===== src/rtl/cnpu_pkg.sv =====
package cnpu_pkg;
  typedef enum logic [1:0] {
    IC_SEQ = 2'b00,
    IC_CMP = 2'b01,
    IC_BR  = 2'b10,
    IC_JAL = 2'b11
  } iclass_e;

  typedef enum logic [1:0] {
    REL_NONE = 2'b00,
    REL_EQ   = 2'b01,
    REL_LT   = 2'b10,
    REL_LE   = 2'b11
  } rel_e;
endpackage


===== src/rtl/cnpu_cond_eval.sv =====
module cnpu_cond_eval #(
  parameter int W          = 32,
  parameter bit SIGNED_CMP = 1'b1
) (
  input  logic [W-1:0] a,
  input  logic [W-1:0] b,
  input  logic [3:0]   cond,
  output logic         holds
);
  import cnpu_pkg::*;

  logic [W-1:0] rhs;
  logic         is_eq;
  logic         is_lt;
  logic         base;
  logic         unused_code;
  rel_e         rel;

  // bit 2 replaces the second operand with zero
  assign rhs   = cond[2] ? '0 : b;
  assign is_eq = (a == rhs);

  generate
    if (SIGNED_CMP) begin : g_signed
      assign is_lt = ($signed(a) < $signed(rhs));
    end else begin : g_unsigned
      assign is_lt = (a < rhs);
    end
  endgenerate

  assign rel = rel_e'(cond[1:0]);

  always_comb begin
    case (rel)
      REL_EQ:  base = is_eq;
      REL_LT:  base = is_lt;
      REL_LE:  base = is_lt | is_eq;
      default: base = 1'b0;
    endcase
  end

  // zero-form with no relation has no meaning: evaluates false
  assign unused_code = cond[2] & (cond[1:0] == 2'b00);
  assign holds       = ~unused_code & (base ^ cond[3]);
endmodule


===== src/rtl/cnpu_next_pc.sv =====
module cnpu_next_pc #(
  parameter int W     = 32,
  parameter int IMM_W = 16
) (
  input  logic [W-1:0]     pc,
  input  logic [W-1:0]     rs_val,
  input  logic [IMM_W-1:0] imm,
  input  logic [1:0]       iclass,
  input  logic             taken,
  output logic [W-1:0]     next_pc,
  output logic [W-1:0]     link_val
);
  import cnpu_pkg::*;

  localparam int EXT_W = W - IMM_W - 2;

  logic [W-1:0] word_off;
  logic [W-1:0] seq_pc;
  logic [W-1:0] br_pc;
  logic [W-1:0] jmp_pc;

  assign word_off = {{EXT_W{imm[IMM_W-1]}}, imm, 2'b00};
  assign seq_pc   = pc + W'(4);
  assign br_pc    = seq_pc + word_off;
  assign jmp_pc   = rs_val + word_off;
  assign link_val = seq_pc;

  always_comb begin
    case (iclass_e'(iclass))
      IC_BR:   next_pc = taken ? br_pc : seq_pc;
      IC_JAL:  next_pc = jmp_pc;
      default: next_pc = seq_pc;
    endcase
  end
endmodule


===== src/rtl/cnpu_pc_reg.sv =====
module cnpu_pc_reg #(
  parameter int           W        = 32,
  parameter logic [W-1:0] RESET_PC = 32'h40
) (
  input  logic         clk,
  input  logic         rst_n,
  input  logic         advance,
  input  logic [W-1:0] next_in,
  output logic [W-1:0] pc
);
  always_ff @(posedge clk) begin
    if (!rst_n)       pc <= RESET_PC;
    else if (advance) pc <= next_in;
  end

  p_load_r2: assert property (@(posedge clk) disable iff (!rst_n)
    advance |=> pc == $past(next_in));
  p_hold_r2: assert property (@(posedge clk) disable iff (!rst_n)
    !advance |=> $stable(pc));
endmodule


===== src/rtl/cmp_npc_unit.sv =====
module cmp_npc_unit #(
  parameter int           DATA_W     = 32,
  parameter int           IMM_W      = 16,
  parameter bit           SIGNED_CMP = 1'b1,
  parameter logic [DATA_W-1:0] RESET_PC = 32'h40
) (
  input  logic              clk,
  input  logic              rst_n,
  input  logic              advance,
  input  logic [1:0]        iclass,
  input  logic [3:0]        cond,
  input  logic [DATA_W-1:0] rs_val,
  input  logic [DATA_W-1:0] opnd_b,
  input  logic [IMM_W-1:0]  imm,
  output logic [DATA_W-1:0] pc,
  output logic [DATA_W-1:0] next_pc,
  output logic [DATA_W-1:0] link_val,
  output logic [DATA_W-1:0] cmp_result,
  output logic              br_taken
);
  import cnpu_pkg::*;

  logic holds;

  cnpu_cond_eval #(.W(DATA_W), .SIGNED_CMP(SIGNED_CMP)) u_eval (
    .a(rs_val), .b(opnd_b), .cond(cond), .holds(holds)
  );

  assign br_taken   = holds & (iclass_e'(iclass) == IC_BR);
  assign cmp_result = {{(DATA_W-1){1'b0}}, holds};

  cnpu_next_pc #(.W(DATA_W), .IMM_W(IMM_W)) u_npc (
    .pc(pc), .rs_val(rs_val), .imm(imm), .iclass(iclass),
    .taken(br_taken), .next_pc(next_pc), .link_val(link_val)
  );

  cnpu_pc_reg #(.W(DATA_W), .RESET_PC(RESET_PC)) u_pc (
    .clk(clk), .rst_n(rst_n), .advance(advance), .next_in(next_pc), .pc(pc)
  );

  p_reset_pc_r1: assert property (@(posedge clk) disable iff (!rst_n)
    $rose(rst_n) |-> pc == RESET_PC);
  p_seq_r7: assert property (@(posedge clk) disable iff (!rst_n)
    (iclass == 2'b00 || iclass == 2'b01) |-> next_pc == pc + DATA_W'(4));
  p_const_true_r6: assert property (@(posedge clk) disable iff (!rst_n)
    cond == 4'b1000 |-> cmp_result == DATA_W'(1));
  p_const_false_r6: assert property (@(posedge clk) disable iff (!rst_n)
    (cond == 4'b0000 || cond == 4'b0100 || cond == 4'b1100) |-> cmp_result == '0);
  p_taken_class_r10: assert property (@(posedge clk) disable iff (!rst_n)
    br_taken |-> iclass == 2'b10);
  p_link_r9: assert property (@(posedge clk) disable iff (!rst_n)
    link_val == pc + DATA_W'(4));
  p_untaken_r8: assert property (@(posedge clk) disable iff (!rst_n)
    (iclass == 2'b10 && !br_taken) |-> next_pc == pc + DATA_W'(4));
endmodule


===== config.mk =====
export PLATFORM = sky130hd
export DESIGN_NAME = cmp_npc_unit
export DESIGN_NICKNAME = d
export VERILOG_FILES = /design/src/rtl/cnpu_pkg.sv /design/src/rtl/cnpu_cond_eval.sv /design/src/rtl/cnpu_next_pc.sv /design/src/rtl/cnpu_pc_reg.sv /design/src/rtl/cmp_npc_unit.sv
export SDC_FILE = /design/constraint.sdc
export NUM_CORES = 1
export LEC_CHECK = 0
export ABC_AREA = 1
export CORE_MARGIN = 1
export CORE_UTILIZATION = 42
export DETAILED_ROUTE_END_ITERATION = 8
export HOLD_SLACK_MARGIN = 0.06
export PLACE_DENSITY = 0.72
export SYNTH_ARGS = -nofsm -noshare
export SYNTH_HDL_FRONTEND = slang
export SYNTH_SLANG_ARGS = --single-unit

===== constraint.sdc =====
create_clock -name clk -period 4.2 [get_ports clk]
set_clock_uncertainty 0.2 [all_clocks]
set_input_delay 0.42 -clock clk [delete_from_list [all_inputs] [get_ports clk]]
set_output_delay 0.42 -clock clk [all_outputs]
set_load 0.01 [all_outputs]

==> metrics.log <==
[metrics] class of the tightest hold or removal check: flip-flop to flip-flop
[metrics] max-slew violation total from the final report: 0
[metrics] mean post-synth cell area: 5.85 um2
[metrics] sort of element at the start of the critical path: flip-flop
[metrics] met3 track demand over resource in global routing: 3.67%
[metrics] leftover overflow at the end of global routing: 0
[metrics] first-pass GRT wire length: 46500 um
[metrics] Max stage delay on crit path: 0.34 ns
[metrics] number of synthesized flops with an enable pin: 0
[metrics] endpoints failing setup: 6
[metrics] antenna violations before repair: 0
[metrics] pin count of the biggest net entering global routing: 43
[metrics] total vias in the final route: 10102
[metrics] die extent in x: 136 um
[metrics] data required time at the worst endpoint: 3.58 ns
[metrics] number of non-filler instances in the completed layout: 1927
[metrics] diode insertion count for antenna repair: 0
[metrics] Placed Cells incl. Taps: 1867
[metrics] area growth from synthesis to layout: 66.1%
[metrics] Std-Cell Core Area: 17400 um2
[metrics] Max Fclk: 0.235 GHz
[metrics] most instantiated library cell after synthesis: nand2_1
[metrics] CTS Sinks: 32
[metrics] Reg with most FFs: u_pc.pc
[metrics] number of violations reported at the end of detailed-routing iteration 0: 748
[metrics] met1 routing resource usage after global routing: 41.8%
[metrics] portion of synthesized cell area occupied by the leading cell type: 16.6%
[metrics] flip-flop and latch count after synthesis: 32
[metrics] count of different cell masters after synthesis: 49
[metrics] CTS tree: built
[metrics] Leak Pwr: 6.12 nW
[metrics] fraction of layout instances using a drive strength above 1: 29.4%
[metrics] Setup TNS Final: -0.174 ns
[metrics] floorplan row count: 48
[metrics] total die area: 18400 um2
[metrics] vias in the first global route: 9237
[metrics] period utilisation layout: 101%
[metrics] highest net fanout along the worst path: 4
[metrics] result of the run: complete, but fails checks
[metrics] startpoint-to-endpoint class of the critical path: flip-flop to output port
[metrics] data arrival time of the critical path: 3.63 ns
[metrics] Critical Path Sink Type: output port
[metrics] count of pins on the block boundary: 218
[metrics] DPL Wire Length: 24400 um
[metrics] library cell with the largest summed area after synthesis: nand2_1
[metrics] CTS Root Cell: clkbuf_16
[metrics] setup repair after global routing missed its margin: true
[metrics] post-synthesis async set-or-reset flop share: 0%
[metrics] Worst-Skew Late Latency: 0.29 ns
[metrics] clock buffer count from CTS: 5
[metrics] netlist area before placement: 7510 um2
[metrics] Routed WL per cell: 16.5 um
[metrics] number of instances in the synthesized netlist: 1284
[metrics] number of iterations in the first detailed-routing pass: 5
[metrics] worst-case setup margin in the final layout: -0.0490 ns
[metrics] biggest regs: u_pc.pc (32)
[metrics] CTS H-Tree Depth: 2
[metrics] routed vias/inst: 5.24
[metrics] post-layout util: 71.9%
[metrics] flip-flop count of the largest register after layout: 32
[metrics] clock tree buffer depth: 2
[metrics] Layout Nets: 1883
[metrics] total length of routed wires: 31800 um
[metrics] total global-route track usage: 32.4%
[metrics] ordered cell list for the critical path: inv_2 > nor3_4 > nand3_4 > nor2_4 > nand3_4 > nor2_4 > nand3_4 > nor2_4 > buf_6 > xor2_4 > inv_2 > ha_4 > nand2_4 > nor2_4 > nand2_2 > inv_2 > nand4_1 > o211ai_1 > a21oi_2 > or2_4 > nand4_1 > nand3_2 > buf_6
[metrics] CP most frequent cell: nor2_4
[metrics] Antenna Nets Post-Route: 0
[metrics] crit path time final: 4.25 ns
[metrics] initial core utilization: 43.3%
[metrics] top cells by area, synth: nand2_1 17%, ha_1 15%, inv_1 8.9%
[metrics] I/O Buffers: 186
[metrics] number of design rule violations left after detail routing: 0
[metrics] worst slew pin tran: 0.587 ns
[metrics] number of hold-slack violations in the final timing report: 0
[metrics] vertical die dimension: 136 um
[metrics] M2 GR Usage: 53.7%
[metrics] worst slew margin relative to its limit: 60.5%
[metrics] busiest grt layer: met2
[metrics] Placement Cell Area: 10900 um2
[metrics] Layout Cell Area excl Fill: 12500 um2
[metrics] global placer's final weighted congestion: 0.937
[metrics] library cell contributing the largest single delay on the critical path: dfxtp_2
[metrics] Max Cap Violations: 0
[metrics] power per cell area: 210 nW/um2
[metrics] clk slew on worst S/H paths: 0.06 ns
[metrics] largest vdd supply drop: 0.206 mV
[metrics] most frequent cells after synthesis: 333 x nand2_1, 178 x inv_1, 130 x a21oi_1
[metrics] total power of the final layout: 2.62 mW
[metrics] post-place setup slack: -0.372 ns
[metrics] failing checks: negative setup slack
[metrics] Worst Hold Slack: 0.386 ns
[metrics] Top FF cell, synth: dfxtp_1
[metrics] Hold Buf Count CTS: 0
[metrics] yosys synthesis warning count: 0
[metrics] portion of the post-synthesis area used by sequential elements: 8.53%
[critical path: cells and delay by family (launching register included)]
kind / cells / cell delay (ns)
fa+ha+maj: 1 / 0.31
xor+xnor: 1 / 0.16
flops: 1 / 0.34
compound gates: 2 / 0.35
simple gates: 14 / 1.70
buf+inv: 5 / 0.47
[cells in the final DEF, fill, tap and decap left out, types with 7 or more instances in the layout]
master / synthesis / layout
inv_2: 3 / 20
or2_2: 16 / 15
ha_4: 0 / 22
nor2_4: 6 / 15
inv_1: 178 / 159
nand4_1: 31 / 31
dlygate4sd2_1: 0 / 14
buf_2: 2 / 10
nand3_2: 7 / 15
dfxtp_1: 32 / 29
a21oi_1: 130 / 102
nor2_1: 99 / 85
nor4_1: 9 / 7
clkdlybuf4s50_1: 0 / 153
buf_12: 0 / 8
xnor2_1: 13 / 11
nand3_1: 78 / 67
xor2_1: 28 / 19
a21oi_2: 0 / 22
ha_1: 91 / 68
nor2_2: 7 / 12
nand2_2: 10 / 39
o21ai_1: 17 / 27
nand2_1: 333 / 295
conb_1: 1 / 31
buf_4: 35 / 226
nand2_4: 1 / 9
o21ai_0: 77 / 60
buf_6: 5 / 17
nand3_4: 5 / 8
nor3_1: 14 / 9
[layer usage]
metal  vias to the layer above  share of wire, %
met5                         -                 0
met4                         0               4.4
met3                        82               6.3
met2                       401                46
met1                      4610                43
li1                       5009                 -
[power by group]
group | internal, mW | switching, mW | total [mW]
Sequential | 0.331 | 0.0282 | 0.359
Clock | 0.234 | 0.148 | 0.382
Combinational | 0.887 | 0.989 | 1.88
[final cells by class]
class                      instances  area [um2]
clock buffer                       6         139
clock inverter                     2        10.0
fill                            1469        4880
inverter                         187         711
multi-input combinational       1040        6840
sequential                        32         647
tap                              225         282
timing repair buffer             435        3850
[path summary, 6_finish.rpt]
kind | depth (start not counted) | to | from | slack, ns
max reg2reg | 36 | u_pc.pc[28] | u_pc.pc[2] | 0.06
min | 4 | u_pc.pc[31] | u_pc.pc[31] | 0.39
max | 23 | next_pc[29] | u_pc.pc[4] | -0.05
min reg2reg | 4 | u_pc.pc[31] | u_pc.pc[31] | 0.39
[kinds of logic after synthesis]
family                   count (synthesis)  share of synthesized area [%]
XOR/XNOR                                43                           5.21
buffers and inverters                  242                           15.2
adder cells (fa/ha/maj)                 93                           15.7
AND/OR/NAND/NOR                        622                           37.8
AO/OA/AOI/OAI                          251                           17.5
other                                    1                         0.0499
flip-flops                              32                           8.53
[what timing repair did]
item | in CTS | in global routing
buffers inserted | 32 | 21
pin swaps | 55 | 81
endpoints found under the setup margin | 32 | 31
gates cloned | 1 | 1
resized for setup | 203 | 120
Power figures use the tool's default switching activity.
